### src/rtl/clkbank_pkg.sv
package clkbank_pkg;

    localparam int DW = 8;
    localparam int AW = 3;

    typedef struct packed {
        logic [7:0] year;
        logic [4:0] month;
        logic [5:0] date;
        logic [2:0] wday;
        logic [5:0] hour;
        logic [6:0] mins;
        logic [6:0] secs;
    } tfields_t;

    localparam int TW = $bits(tfields_t);

    typedef enum logic [AW-1:0] {
        OFS_CTRL  = 3'd0,
        OFS_SEC   = 3'd1,
        OFS_MIN   = 3'd2,
        OFS_HOUR  = 3'd3,
        OFS_WDAY  = 3'd4,
        OFS_DATE  = 3'd5,
        OFS_MONTH = 3'd6,
        OFS_YEAR  = 3'd7
    } ofs_e;

    localparam int BIT_HOLD   = 7;
    localparam int BIT_FREEZE = 6;
    localparam int BIT_OSC    = 7;
    localparam int BIT_FT     = 6;

    function automatic tfields_t put_field(tfields_t t, ofs_e o, logic [DW-1:0] d);
        tfields_t r;
        r = t;
        case (o)
            OFS_SEC:   r.secs  = d[6:0];
            OFS_MIN:   r.mins  = d[6:0];
            OFS_HOUR:  r.hour  = d[5:0];
            OFS_WDAY:  r.wday  = d[2:0];
            OFS_DATE:  r.date  = d[5:0];
            OFS_MONTH: r.month = d[4:0];
            OFS_YEAR:  r.year  = d;
            default:   r = t;
        endcase
        return r;
    endfunction

    function automatic logic [DW-1:0] get_field(tfields_t t, ofs_e o);
        logic [DW-1:0] r;
        case (o)
            OFS_SEC:   r = {1'b0, t.secs};
            OFS_MIN:   r = {1'b0, t.mins};
            OFS_HOUR:  r = {2'b0, t.hour};
            OFS_WDAY:  r = {5'b0, t.wday};
            OFS_DATE:  r = {2'b0, t.date};
            OFS_MONTH: r = {3'b0, t.month};
            OFS_YEAR:  r = t.year;
            default:   r = '0;
        endcase
        return r;
    endfunction

endpackage

### src/rtl/clkbank_ctrl.sv
module clkbank_ctrl (
    input  logic clk,
    input  logic rst,
    input  logic wr_ctrl,
    input  logic wd_hold,
    input  logic wd_freeze,
    output logic hold_o,
    output logic freeze_o,
    output logic commit_o,
    output logic refresh_o,
    output logic load_o
);
    logic hold_q, freeze_q, load_q;

    assign commit_o  = wr_ctrl && hold_q && !wd_hold;
    assign refresh_o = wr_ctrl && freeze_q && !hold_q && !wd_freeze && !wd_hold;

    always_ff @(posedge clk) begin
        if (rst) begin
            hold_q   <= 1'b0;
            freeze_q <= 1'b0;
            load_q   <= 1'b0;
        end else begin
            load_q <= commit_o;
            if (wr_ctrl) begin
                hold_q   <= wd_hold;
                freeze_q <= wd_freeze;
            end
        end
    end

    assign hold_o   = hold_q;
    assign freeze_o = freeze_q;
    assign load_o   = load_q;

    AST_LOAD_AFTER_RELEASE: assert property (@(posedge clk) disable iff (rst)
        load_q |-> (!hold_q && $past(hold_q)));
    AST_LOAD_SINGLE: assert property (@(posedge clk) disable iff (rst)
        load_q |=> !load_q);

endmodule

### src/rtl/clkbank_shadow.sv
module clkbank_shadow
    import clkbank_pkg::*;
(
    input  logic           clk,
    input  logic           rst,
    input  logic           wr_reg,
    input  ofs_e           ofs,
    input  logic [DW-1:0]  wdata,
    input  logic           hold,
    input  logic           freeze,
    input  logic           refresh,
    input  logic           load_busy,
    input  logic           tick,
    input  tfields_t       cnt,
    output tfields_t       user_o,
    output logic           osc_o,
    output logic           ft_o
);
    tfields_t user_q;
    logic     osc_q, ft_q;
    logic     stage_wr, track;

    assign stage_wr = wr_reg && (ofs != OFS_CTRL) && hold;
    assign track    = tick && !hold && !freeze && !load_busy;

    always_ff @(posedge clk) begin
        if (rst) begin
            user_q <= '0;
            osc_q  <= 1'b0;
            ft_q   <= 1'b0;
        end else begin
            if (stage_wr)
                user_q <= put_field(user_q, ofs, wdata);
            else if (refresh || track)
                user_q <= cnt;
            if (wr_reg && ofs == OFS_SEC)
                osc_q <= wdata[BIT_OSC];
            if (wr_reg && ofs == OFS_WDAY)
                ft_q <= wdata[BIT_FT];
        end
    end

    assign user_o = user_q;
    assign osc_o  = osc_q;
    assign ft_o   = ft_q;

    AST_FREEZE_STABLE: assert property (@(posedge clk) disable iff (rst)
        (freeze && !hold && !refresh) |=> $stable(user_q));
    AST_HOLD_NO_TRACK: assert property (@(posedge clk) disable iff (rst)
        (hold && !(wr_reg && ofs != OFS_CTRL)) |=> $stable(user_q));
    AST_FLAGS_ONLY_BY_WRITE: assert property (@(posedge clk) disable iff (rst)
        !wr_reg |=> ($stable(osc_q) && $stable(ft_q)));

endmodule

### src/rtl/clkbank_regs.sv
module clkbank_regs
    import clkbank_pkg::*;
(
    input  logic                 clk,
    input  logic                 rst,
    input  logic                 bus_wr,
    input  logic [AW-1:0]        bus_addr,
    input  logic [DW-1:0]        bus_wdata,
    output logic [DW-1:0]        bus_rdata,
    input  logic [TW-1:0]        cnt_time,
    input  logic                 cnt_tick,
    output logic                 load_pulse,
    output logic [TW-1:0]        load_time,
    output logic                 osc_stop,
    output logic                 freq_test
);
    ofs_e     ofs;
    tfields_t cnt_f, user_f;
    logic     hold, freeze, commit, refresh, load_q, osc_q, ft_q;
    logic     wr_ctrl;

    assign ofs     = ofs_e'(bus_addr);
    assign cnt_f   = tfields_t'(cnt_time);
    assign wr_ctrl = bus_wr && (ofs == OFS_CTRL);

    clkbank_ctrl u_ctrl (
        .clk       (clk),
        .rst       (rst),
        .wr_ctrl   (wr_ctrl),
        .wd_hold   (bus_wdata[BIT_HOLD]),
        .wd_freeze (bus_wdata[BIT_FREEZE]),
        .hold_o    (hold),
        .freeze_o  (freeze),
        .commit_o  (commit),
        .refresh_o (refresh),
        .load_o    (load_q)
    );

    clkbank_shadow u_shadow (
        .clk       (clk),
        .rst       (rst),
        .wr_reg    (bus_wr),
        .ofs       (ofs),
        .wdata     (bus_wdata),
        .hold      (hold),
        .freeze    (freeze),
        .refresh   (refresh),
        .load_busy (load_q),
        .tick      (cnt_tick),
        .cnt       (cnt_f),
        .user_o    (user_f),
        .osc_o     (osc_q),
        .ft_o      (ft_q)
    );

    always_comb begin
        bus_rdata = get_field(user_f, ofs);
        case (ofs)
            OFS_CTRL: begin
                bus_rdata             = '0;
                bus_rdata[BIT_HOLD]   = hold;
                bus_rdata[BIT_FREEZE] = freeze;
            end
            OFS_SEC:  bus_rdata[BIT_OSC] = osc_q;
            OFS_WDAY: bus_rdata[BIT_FT]  = ft_q;
            default:  ;
        endcase
    end

    assign load_pulse = load_q;
    assign load_time  = user_f;
    assign osc_stop   = osc_q;
    assign freq_test  = ft_q;

    AST_CTRL_LOW_ZERO: assert property (@(posedge clk) disable iff (rst)
        (bus_addr == 3'd0) |-> (bus_rdata[5:0] == 6'd0));
    AST_MONTH_NARROW: assert property (@(posedge clk) disable iff (rst)
        (bus_addr == 3'd6) |-> (bus_rdata[7:5] == 3'd0));
    AST_COMMIT_STABLE: assert property (@(posedge clk) disable iff (rst)
        load_pulse |-> $stable(load_time));
    AST_COMMIT_FOLLOWS: assert property (@(posedge clk) disable iff (rst)
        commit |=> load_pulse);

endmodule

### config.mk
export PLATFORM = sky130hd
export DESIGN_NAME = clkbank_regs
export DESIGN_NICKNAME = d
export VERILOG_FILES = /design/src/rtl/clkbank_pkg.sv /design/src/rtl/clkbank_ctrl.sv /design/src/rtl/clkbank_shadow.sv /design/src/rtl/clkbank_regs.sv
export SDC_FILE = /design/constraint.sdc
export NUM_CORES = 1
export LEC_CHECK = 0
export BUFFER_PORTS_ARGS = -buffer_cell sky130_fd_sc_hd__buf_2
export CAP_MARGIN = 10
export CORE_MARGIN = 8
export CORE_UTILIZATION = 49
export CTS_CLUSTER_DIAMETER = 50
export DETAILED_ROUTE_END_ITERATION = 10
export PLACE_DENSITY_LB_ADDON = 0.12
export SLEW_MARGIN = 15
export SYNTH_ARGS = -nofsm -noshare
export SYNTH_HDL_FRONTEND = slang
export SYNTH_HIERARCHICAL = 1
export SYNTH_SLANG_ARGS = --single-unit
### constraint.sdc
create_clock -name clk -period 3.79 [get_ports clk]
set_input_delay 0.1895 -clock clk [delete_from_list [all_inputs] [get_ports clk]]
set_output_delay 0.1895 -clock clk [all_outputs]
set_load 0.1 [all_outputs]
Yosys cells after proc, flatten, opt, wreduce, memory -nomap -nowiden
Cells that the tools add are included.

word-level totals
  register bits = 47
  input port bits = 57
  output and inout bits = 53
  word-level logic and storage cells = 69

operators by class
  equal/unequal tests = 14
  multiplexer cells = 13
  reduce and logical (&&, ||, !) cells = 30

operators by type and width
  operator                                                          count
  42-bit two-way mux                                                2
  8-bit one-hot mux with 7 select lines                             1
  6-bit two-way mux                                                 3
  1-bit logical AND                                                 14
  7-bit two-way mux                                                 2
  2-bit != test (second input constant)                             7
  2-bit AND reduction                                               7
  3-bit == test (second input constant)                             4
  8-bit two-way mux                                                 1
  3-bit by 2-bit == test with 1-bit output (second input constant)  2
  1-bit logical NOT                                                 5
  5-bit two-way mux                                                 1
  1-bit one-hot mux with 2 select lines                             2
  3-bit by 1-bit == test with 1-bit output (second input constant)  1
  3-bit logical NOT                                                 1
  3-bit two-way mux                                                 1
  3-bit nonzero test                                                1
  2-bit nonzero test                                                1
  1-bit logical OR                                                  1

Depth between registers and ports, before layout
Gate-level depths: netlist (run 1).

  word-level depth = 9
  gate-level depth with buffers = 10
  depth with buffers taken out = 6

Modules after synthesis
The synthesis (run 1) kept the hierarchy.

modules (own cells, without submodules)
  module          instances  cells each  area each (sq um)  seq. area each (sq um)
  clkbank_shadow  1          242         2177.1             880.8
  clkbank_regs    1          55          454.2              0.0
  clkbank_ctrl    1          11          126.4              60.1

Least setup slack after synthesis (run 1)
OpenSTA, ideal clock, no wires.

  path kind = reg2out
  from = register u_shadow.user_q (netlist bit u_shadow/user_o[23])
  to = output bus_rdata[0]
  arrival time = 3704 ps
  required time = 3601 ps
  setup slack = -103 ps
  stages on the path, launching flop included = 4
  path buffers = 0
  cells stage by stage = dfxtp_1 mux2_2 a221oi_1 a311oi_1

on the way
  word-level cells in the longest chain between the ends = 2

ends and longest elaborated chain
  item                                   line                  text
  start: declaration                     clkbank_shadow.sv:19  tfields_t user_q;
  start signal: assignment               clkbank_shadow.sv:33  user_q <= put_field(user_q, ofs, wdata);
  start signal: assignment               clkbank_shadow.sv:35  user_q <= cnt;
  8-bit one-hot mux with 7 select lines  clkbank_pkg.sv:52     case (o)
  6-bit two-way mux                      clkbank_regs.sv:58    case (ofs)
  end: declaration                       clkbank_regs.sv:9     output logic [DW-1:0] bus_rdata,

Every way passes these cells.

Final worst setup path (run 1)
  from = input bus_addr[0]
  to = register u_shadow.user_q (netlist bit u_shadow/user_o[33])

on the way
  word-level cells in the longest chain between the ends = 9
  elaborated cells on any way between the ends = 15
  classes of those cells = eq/ne (2); mux (1); reduce/logical (12)

ends and longest elaborated chain
  item                            line                  text
  start: declaration              clkbank_regs.sv:7     input logic [AW-1:0] bus_addr,
  3-bit logical NOT               clkbank_regs.sv:24    assign wr_ctrl = bus_wr && (ofs == OFS_CTRL);
  1-bit logical AND               clkbank_regs.sv:24
  net wr_ctrl                     clkbank_regs.sv:20    logic wr_ctrl;
  1-bit logical AND (4 in a row)  clkbank_ctrl.sv:16    assign refresh_o = wr_ctrl && freeze_q && !hold_q && !wd_freeze && !wd_hold;
  net refresh                     clkbank_regs.sv:19    logic hold, freeze, commit, refresh, load_q, osc_q, ft_q;
  1-bit logical OR                clkbank_shadow.sv:34  else if (refresh || track)
  2-bit nonzero test (no line)    n/a
  2-bit AND reduction (no line)   n/a

The timed path passes the listed nets, and every way through them passes these cells.
A chain may end at the register's enable or synchronous reset.

==> results of run 1 <==
-- per-stage QoR --
stage | power [mW] | worst slack [ns] | cell area, um^2 | utilization
floorplan | 1.05 | 0.164 | 2770 | -
global placement | 1.15 | 1.00 | 3220 | 0.589
detailed placement | 1.15 | 0.941 | 3220 | 0.589
CTS | 1.45 | 1.24 | 3310 | 0.605
global route | 1.50 | 1.04 | 3310 | 0.605
finish | 1.44 | 1.15 | 3310 | 0.605
-- power by group --
part	leakage (nW)	internal [mW]	switching [mW]
Combinational	1.03	0.123	0.456
Clock	0.0412	0.129	0.170
Sequential	0.390	0.532	0.0334
Total	1.46	0.783	0.659
-- state kept, by name (all words and copies together) (netlist names) --
name	count
u_shadow/osc_o	1
u_shadow/ft_o	1
u_ctrl/freeze_o	1
u_ctrl/load_o	1
u_ctrl/hold_o	1
u_shadow/user_o	42
-- synthesized netlist by cell type (2+ instances only) --
cell / count
mux2_2: 7
nand2_1: 5
nor2b_1: 4
nor2_1: 40
a221o_1: 2
mux2i_1: 12
a211oi_2: 10
a21oi_1: 26
inv_1: 8
a211oi_1: 15
a31oi_1: 2
buf_2: 11
a21o_1: 2
nand4_1: 2
a221oi_1: 16
and3_1: 6
nor3_1: 38
a311oi_1: 2
dfxtp_1: 47
buf_6: 5
nand3_1: 3
clkbuf_1: 6
o32a_2: 2
buf_4: 5
a221oi_2: 5
-- routing by layer --
metal,up-vias,track usage
met3,16,0.0658
li1,1345,-
met5,-,0
met1,1275,0.286
met4,0,0.0655
met2,128,0.322
-- area by class of cell --
class | count | area (um^2) | area share
Clock buffer | 6 | 72.6 | 0.0219
Clock inverter | 2 | 12.5 | 0.00378
Inverter | 8 | 30.0 | 0.00907
Multi-Input combinational cell | 224 | 1610 | 0.487
Sequential cell | 47 | 941 | 0.284
Tap cell | 72 | 90.1 | 0.0272
Timing Repair Buffer | 110 | 553 | 0.167
-- worst paths after layout --
kind	to	slack [ns]	depth (start not counted)
min	u_shadow/osc_o	0.19	3
min reg2reg	u_shadow/user_o[0]	0.52	2
max reg2reg	u_shadow/user_o[15]	1.32	5
max	u_shadow/user_o[33]	1.15	7
-- cells by family after synthesis --
group	after synthesis	share of synthesized area
AND/OR/NAND/NOR	110	0.210
multiplexers	21	0.0858
flip-flops	47	0.341
buffers and inverters	37	0.0794
AO/OA/AOI/OAI	93	0.284
-- worst max-delay path, delay by kind of cell --
family          cells  cell delay, ns
buf+inv             1            0.32
compound gates      2            0.58
simple gates        4            1.68
==> flow_summary.yaml, run 1 <==
logic_synthesis:
  largest_cells_by_area_after_synthesis: "dfxtp_1, nor3_1, nor2_1, a221oi_1, a21oi_1"
  avg_cell_area_syn_um2: 8.95
  netlist_instances: 308
  warnings_synthesis: 6
  register_bit_count_reported_by_yosys: 47
  synth_edf_count: 0
  post-synth-top-area-cell: "dfxtp_1"
  async_reset_ff_frac: 0
  seq_area_frac_synth: 0.341
  synthDominantCellAreaShare: 0.341
  synth_cell_type_count: 52
  synth_top_flop_cell: "dfxtp_1"
  syn-cell-area_um2: 2760
  syn_nets: 365
power_and_ir_drop:
  power.leakage_nw: 1.46
  irDropWorstVdd_mv: 0.193
  p_per_area_nw_per_um2: 436
global_routing:
  grt_antenna_before_repair: 0
  number_of_global_route_vias_before_repair: 2755
  grt_use_total: 0.214
  grt_max_degree: 48
  globalRouteOverflowTotal: 0
  wire_length_of_the_first_global_routing_pass_mm: 14.6
cells_and_area:
  fillerInstances: 528
  finish.net_count: 453
  finalNonFillerCells: 469
  syn_to_final_growth_pct: 20.0
  most-common-layout-cells: "buf_2, dfxtp_1, nor2_1"
  layout_commonest_cell: "buf_2"
  share_of_post_route_cells_with_drive_strength_above_1: 0.390
  antenna_cells_inserted: 0
routing:
  topRoutingLayerUsed: "met4"
  met2_length_mm: 4.04
  routedLengthMet1_mm: 4.10
  met3_length_um: 926
  routedWlPerCell_um: 19.7
  postRouteAntennaNets: 0
  detailedRoute.firstPassIterationCount: 4
  detail_route.drc_violations: 0
  totalWireLength_mm: 9.24
  post_drt_via_cell_ratio: 5.89
  via_count: 2764
  drt-initial-drc-count: 247
run:
  max_cap_viol_count: 0
sta:
  rsz0062_at_grt: "no"
  max-slew-margin-rel: 0.252
  post-route-min-period_ns: 2.64
  report.final.setup_viol: 0
  finalHoldWorstSlack_ns: 0.195
  clock-skew-final_ns: 0.00551
  timing_worst_slew_pin_value_ns: 1.12
  post-route-period-util: 0.697
  max_freq_mhz: 378
  slew_violations: 0
  final.setup.tns_ns: 0
  timing_hold_violations_final: 0
clocking:
  clkSlewWorstSetupHoldPaths_ns: 0.09
  post_cts.repair.setup_buffers: 0
  number_of_buffers_on_the_longest_clock_path: 2
  cts_inserted_buffers: 5
  clock_tree_sinks: 47
  holdBufCountCts: 0
  insertion_delay_ns: 0.30
  htreeDepth: 2
  clock_tree.root_cell: "clkbuf_8"
  post_cts_resize_count: 0
  tritoncts: "yes"
floorplan:
  design.core.area_um2: 5470
  std_cell_rows: 27
  die_area_um2: 8280
  die_width_um: 91.0
  die-height_um: 91.0
  starting_density: 0.504
  ios: 110
critical_path:
  worstPathArrival_ns: 2.79
  critical-path-max-stage-delay_ns: 0.75
  crit_path_max_fanout: 36
  cp_slowest_cell: "nor4b_1"
  critPathCaptureType: "flop"
  cp-startpoint: "bus_addr[0]"
  critPathKind: "in2reg"
  startpoint_type_of_the_worst_setup_path: "input pin"
  worstPathCellList: "buf_2, nor4b_1, and4b_2, or3b_1, a21o_1, a221oi_1, nor3_1"
  worst_r2r_startpoint: "u_ctrl/hold_o"
  cp_data_required_time_ns: 3.94
worst_hold_path:
  hold_path_startpoint: "bus_wdata[7]"
  hold_class: "in2reg"
place:
  io_buffer_count: 109
  gpl.final_weighted_congestion: 0.853
  dpl.hpwl_mm: 6.58
  placedCellCount: 461
run_status:
  run_status: "complete, no violations"
Note: power is estimated with default switching activity, not from simulation.
==> run 2, diff against run 1 <==
clock period = 2.7 ns   (was 3.79 ns; I/O delays follow)
==> flow_summary.yaml, run 2 (synthesis results as in run 1) <==
sta:
  timing_worst_slew_pin_value_ns: 1.04
  max_freq_mhz: 461
  slew_violations: 0
  post-route-period-util: 0.803
  rsz0062_at_grt: "no"
  timing_hold_violations_final: 0
  post-route-min-period_ns: 2.17
  clock-skew-final_ns: 0.00545
  max-slew-margin-rel: 0.310
  report.final.setup_viol: 0
critical_path:
  worstPathCellList: "nor2_1, and4b_2, or3b_1, a21o_1, a221oi_1, nor3_1"
  startpoint_type_of_the_worst_setup_path: "flop"
  cp.buffers_inverters: 0
  worstPathArrival_ns: 2.31
  critPathKind: "reg2reg"
  critPathCaptureType: "flop"
  critical-path-max-stage-delay_ns: 0.47
  critPathTopFamily: "simple AND/OR/NAND/NOR gates"
  cp_data_required_time_ns: 2.85
  cp_slowest_cell: "dfxtp_1"
  crit_path_max_fanout: 13
routing:
  drt-initial-drc-count: 287
  routedWlPerCell_um: 19.4
  totalWireLength_mm: 9.24
  postRouteAntennaNets: 0
  detail_route.drc_violations: 0
  via_count: 2842
  detailedRoute.firstPassIterationCount: 5
  post_drt_via_cell_ratio: 5.96
clocking:
  clock_tree_sinks: 47
  post_cts.repair.setup_buffers: 0
  post_cts_resize_count: 0
  clkSlewWorstSetupHoldPaths_ns: 0.09
  clock_tree.root_cell: "clkbuf_8"
  number_of_buffers_on_the_longest_clock_path: 2
  tritoncts: "yes"
  holdBufCountCts: 0
  cts_inserted_buffers: 5
  insertion_delay_ns: 0.30
  htreeDepth: 2
global_routing:
  globalRouteOverflowTotal: 0
  number_of_global_route_vias_before_repair: 2811
  grt_antenna_before_repair: 0
  wire_length_of_the_first_global_routing_pass_mm: 15.0
  grt_max_degree: 48
  grt_use_total: 0.218
worst_hold_path:
  hold_class: "in2reg"
floorplan:
  ios: 110
  die_width_um: 91.0
  std_cell_rows: 27
  design.core.area_um2: 5470
  die-height_um: 91.0
  starting_density: 0.504
  die_area_um2: 8280
place:
  dpl_cell_area_um2: 3320
  gpl.final_weighted_congestion: 0.821
  dpl.hpwl_mm: 6.78
  io_buffer_count: 109
  placedCellCount: 469
power_and_ir_drop:
  power_frac_comb: 0.396
  p_per_area_nw_per_um2: 610
  report.power.total_mw: 2.09
  power.share.clock: 0.224
  switchingPower_mw: 0.927
  irDropWorstVdd_mv: 0.363
  internal-power_mw: 1.16
  power.leakage_nw: 1.51
  power.share.sequential: 0.380
  switching_share: 0.444
cells_and_area:
  layout_commonest_cell: "buf_2"
  finish.net_count: 461
  finalNonFillerCells: 477
  largest_reg_flops: 42
  non_filler_cell_area_final_um2: 3420
  most-common-layout-cells: "buf_2, dfxtp_1, nor2_1"
  syn_to_final_growth_pct: 24.1
  antenna_cells_inserted: 0
  share_of_post_route_cells_with_drive_strength_above_1: 0.412
run:
  max_cap_viol_count: 0
run_status:
  run_status: "complete, no violations"
## run 2: cell types whose count changed in the layout (fill, tap and decap cells not counted), sizes merged
cell      change
buf           +8
clkbuf        +2
clkinv        -1
clkinvlp      -1
## run 2: power by group through the flow
stage | sequential [mW] | clock (mW) | combinational (mW)
6_report | 0.793 | 0.467 | 0.828
5_1_grt | 0.799 | 0.505 | 0.863
4_1_cts | 0.792 | 0.474 | 0.827
3_5_place_dp | 0.808 | 0 | 0.825
3_3_place_gp | 0.808 | 0 | 0.819
2_1_floorplan | 1.17 | 0 | 0.311
## run 2: worst paths after layout
path / end / depth (start not counted) / slack [ns] / start
setup / recovery: u_shadow/user_o[31] / 6 / 0.53 / u_ctrl/hold_o
hold / removal: u_shadow/ft_o / 3 / 0.13 / bus_wdata[6]
setup reg to reg: u_shadow/user_o[31] / 6 / 0.53 / u_ctrl/hold_o
hold reg to reg: u_shadow/user_o[9] / 2 / 0.52 / u_shadow/user_o[9]
## run 2: worst reg2reg max path, cell delays in order, from the launching register on
cell,delay (ns)
dfxtp_1,0.47
nor2_1,0.14
and4b_2,0.35
or3b_1,0.39
a21o_1,0.25
a221oi_1,0.32
nor3_1,0.09
## run 2: layout make-up
type / instances / area [um^2]
Tap cell: 72 / 90.1
Inverter: 8 / 30.0
Fill cell: 534 / 2050
Clock buffer: 8 / 100
Sequential cell: 47 / 941
Multi-Input combinational cell: 224 / 1650
Timing Repair Buffer: 118 / 613
## run 2: metal layers
layer  track usage  share of wire  wire [um]  vias up
met4        0.0532         0.0061         56        0
met1         0.303           0.46       4280     1321
met5             0              0          0        -
li1              -              -          -     1363
met3        0.0601          0.096        885        6
met2         0.323           0.44       4020      152
## run 2: metrics by stage
step / hold slack, ns / setup WS (ns) / setup TNS [ns] / util
floorplan: 0.199 / -0.180 / -0.180 / -
global placement: 0.422 / 0.492 / 0 / 0.607
detailed placement: 0.436 / 0.459 / 0 / 0.607
CTS: 0.128 / 0.576 / 0 / 0.625
global route: 0.144 / 0.433 / 0 / 0.625
finish: 0.134 / 0.532 / 0 / 0.625
==> run 3, diff against run 2 <==
clock period = 2 ns   (was 2.7 ns; I/O delays follow)
==> flow_summary.yaml, run 3 (synthesis results as in run 1) <==
run_status:
  run_status: "complete, no violations"
routing:
  via_count: 2866
  drt-initial-drc-count: 225
  postRouteAntennaNets: 0
  post_drt_via_cell_ratio: 5.93
  detailedRoute.firstPassIterationCount: 4
  routedWlPerCell_um: 20.0
  totalWireLength_mm: 9.65
  detail_route.drc_violations: 0
cells_and_area:
  syn_to_final_growth_pct: 33.8
  finish.net_count: 468
  fillerInstances: 469
  layout_commonest_cell: "buf_2"
  largest_reg_flops: 42
  non_filler_cell_area_final_um2: 3690
  most-common-layout-cells: "buf_2, nor2_1, nor3_1"
  share_of_post_route_cells_with_drive_strength_above_1: 0.504
  antenna_cells_inserted: 0
power_and_ir_drop:
  p_per_area_nw_per_um2: 786
  irDropWorstVdd_mv: 0.438
  report.power.total_mw: 2.90
  power.leakage_nw: 1.59
floorplan:
  ios: 110
  std_cell_rows: 27
  die_width_um: 91.0
  die-height_um: 91.0
  die_area_um2: 8280
  starting_density: 0.504
  design.core.area_um2: 5470
critical_path:
  critPathKind: "reg2reg"
  startpoint_type_of_the_worst_setup_path: "flop"
  crit_path_max_fanout: 5
  critPathTopFamily: "simple AND/OR/NAND/NOR gates"
  critPathCaptureType: "flop"
  worstPathArrival_ns: 2.08
  critical-path-max-stage-delay_ns: 0.45
  cp.buffers_inverters: 0
  cp_slowest_cell: "dfxtp_1"
  worstPathCellList: "and4b_2, or3b_1, a21o_1, a221oi_2, nor3_1"
  cp_data_required_time_ns: 2.20
sta:
  max_freq_mhz: 531
  final.setup.tns_ns: 0
  slew_violations: 0
  max-slew-margin-rel: 0.522
  timing_worst_slew_pin_value_ns: 0.715
  report.final.setup_viol: 0
  timing_hold_violations_final: 0
  post-route-period-util: 0.942
  clock-skew-final_ns: 0.0100
  rsz0062_at_grt: "no"
  post-route-min-period_ns: 1.88
place:
  io_buffer_count: 109
  dpl.hpwl_mm: 7.23
  dpl_cell_area_um2: 3580
  gpl.final_weighted_congestion: 0.924
global_routing:
  wire_length_of_the_first_global_routing_pass_mm: 15.4
  globalRouteOverflowTotal: 0
  grt_antenna_before_repair: 0
  grt_max_degree: 36
  grt_use_total: 0.225
  number_of_global_route_vias_before_repair: 2868
clocking:
  number_of_buffers_on_the_longest_clock_path: 2
  htreeDepth: 2
  clock_tree_sinks: 47
  clock_tree.root_cell: "clkbuf_8"
  clkSlewWorstSetupHoldPaths_ns: 0.09
  cts_inserted_buffers: 5
  tritoncts: "yes"
  post_cts.repair.setup_buffers: 0
  insertion_delay_ns: 0.30
run:
  max_cap_viol_count: 0
worst_hold_path:
  hold_class: "in2reg"
[run 3: cell count changes in the layout (fill, tap and decap cells not counted), sizes merged]
cell    change
buf         +7
clkbuf      -2
inv         +1
[run 3: cell type report]
class,instances,area [um^2],area share
multi-input cells,224,1760,0.477
flip-flops and latches,47,973,0.264
repair buffers,125,736,0.199
clock buffers,6,93.8,0.0254
well taps,72,90.1,0.0244
inverters,8,30.0,0.00814
clock inverters,1,6.26,0.00170
[run 3: path summary, 6_finish.rpt]
check	cells after the start	slack (ns)	startpoint	end
setup / recovery	5	0.12	u_ctrl/freeze_o	u_shadow/user_o[30]
hold reg to reg	2	0.52	u_shadow/user_o[7]	u_shadow/user_o[7]
setup reg to reg	5	0.12	u_ctrl/freeze_o	u_shadow/user_o[30]
hold / removal	3	0.09	cnt_time[27]	u_shadow/user_o[27]
[run 3: stage by stage]
stage               hold slack [ns]  cells   util  setup slack, ns
floorplan                     0.164    308      -           -0.237
global placement              0.381    476  0.654           0.0815
detailed placement            0.399    476  0.654           0.0133
CTS                          0.0836    483  0.673          0.00725
global route                  0.110    483  0.674           0.0335
finish                       0.0921    483  0.674            0.117
[run 3: report_power, final]
part	internal [mW]	switching [mW]
registers	1.01	0.0630
clock network	0.317	0.329
logic	0.280	0.897
[run 3: layer usage]
metal  global-route usage  share of wire  up-vias
met2                0.360           0.46      131
met4               0.0464         0.0072        0
met1                0.294           0.45     1344
li1                     -              -     1383
met3               0.0609          0.083        8
met5                    0              0        -
[run 3: timing repair]
item	in CTS	in global routing
endpoints found under the setup margin	0	18
hold buffers	0	0
gates resized for setup	0	3
[run 3: worst min-delay path: cells and delay by family]
kind / cells / cell delay, ns
compound gates: 1 / 0.05
simple gates: 1 / 0.12
buf+inv: 1 / 0.08
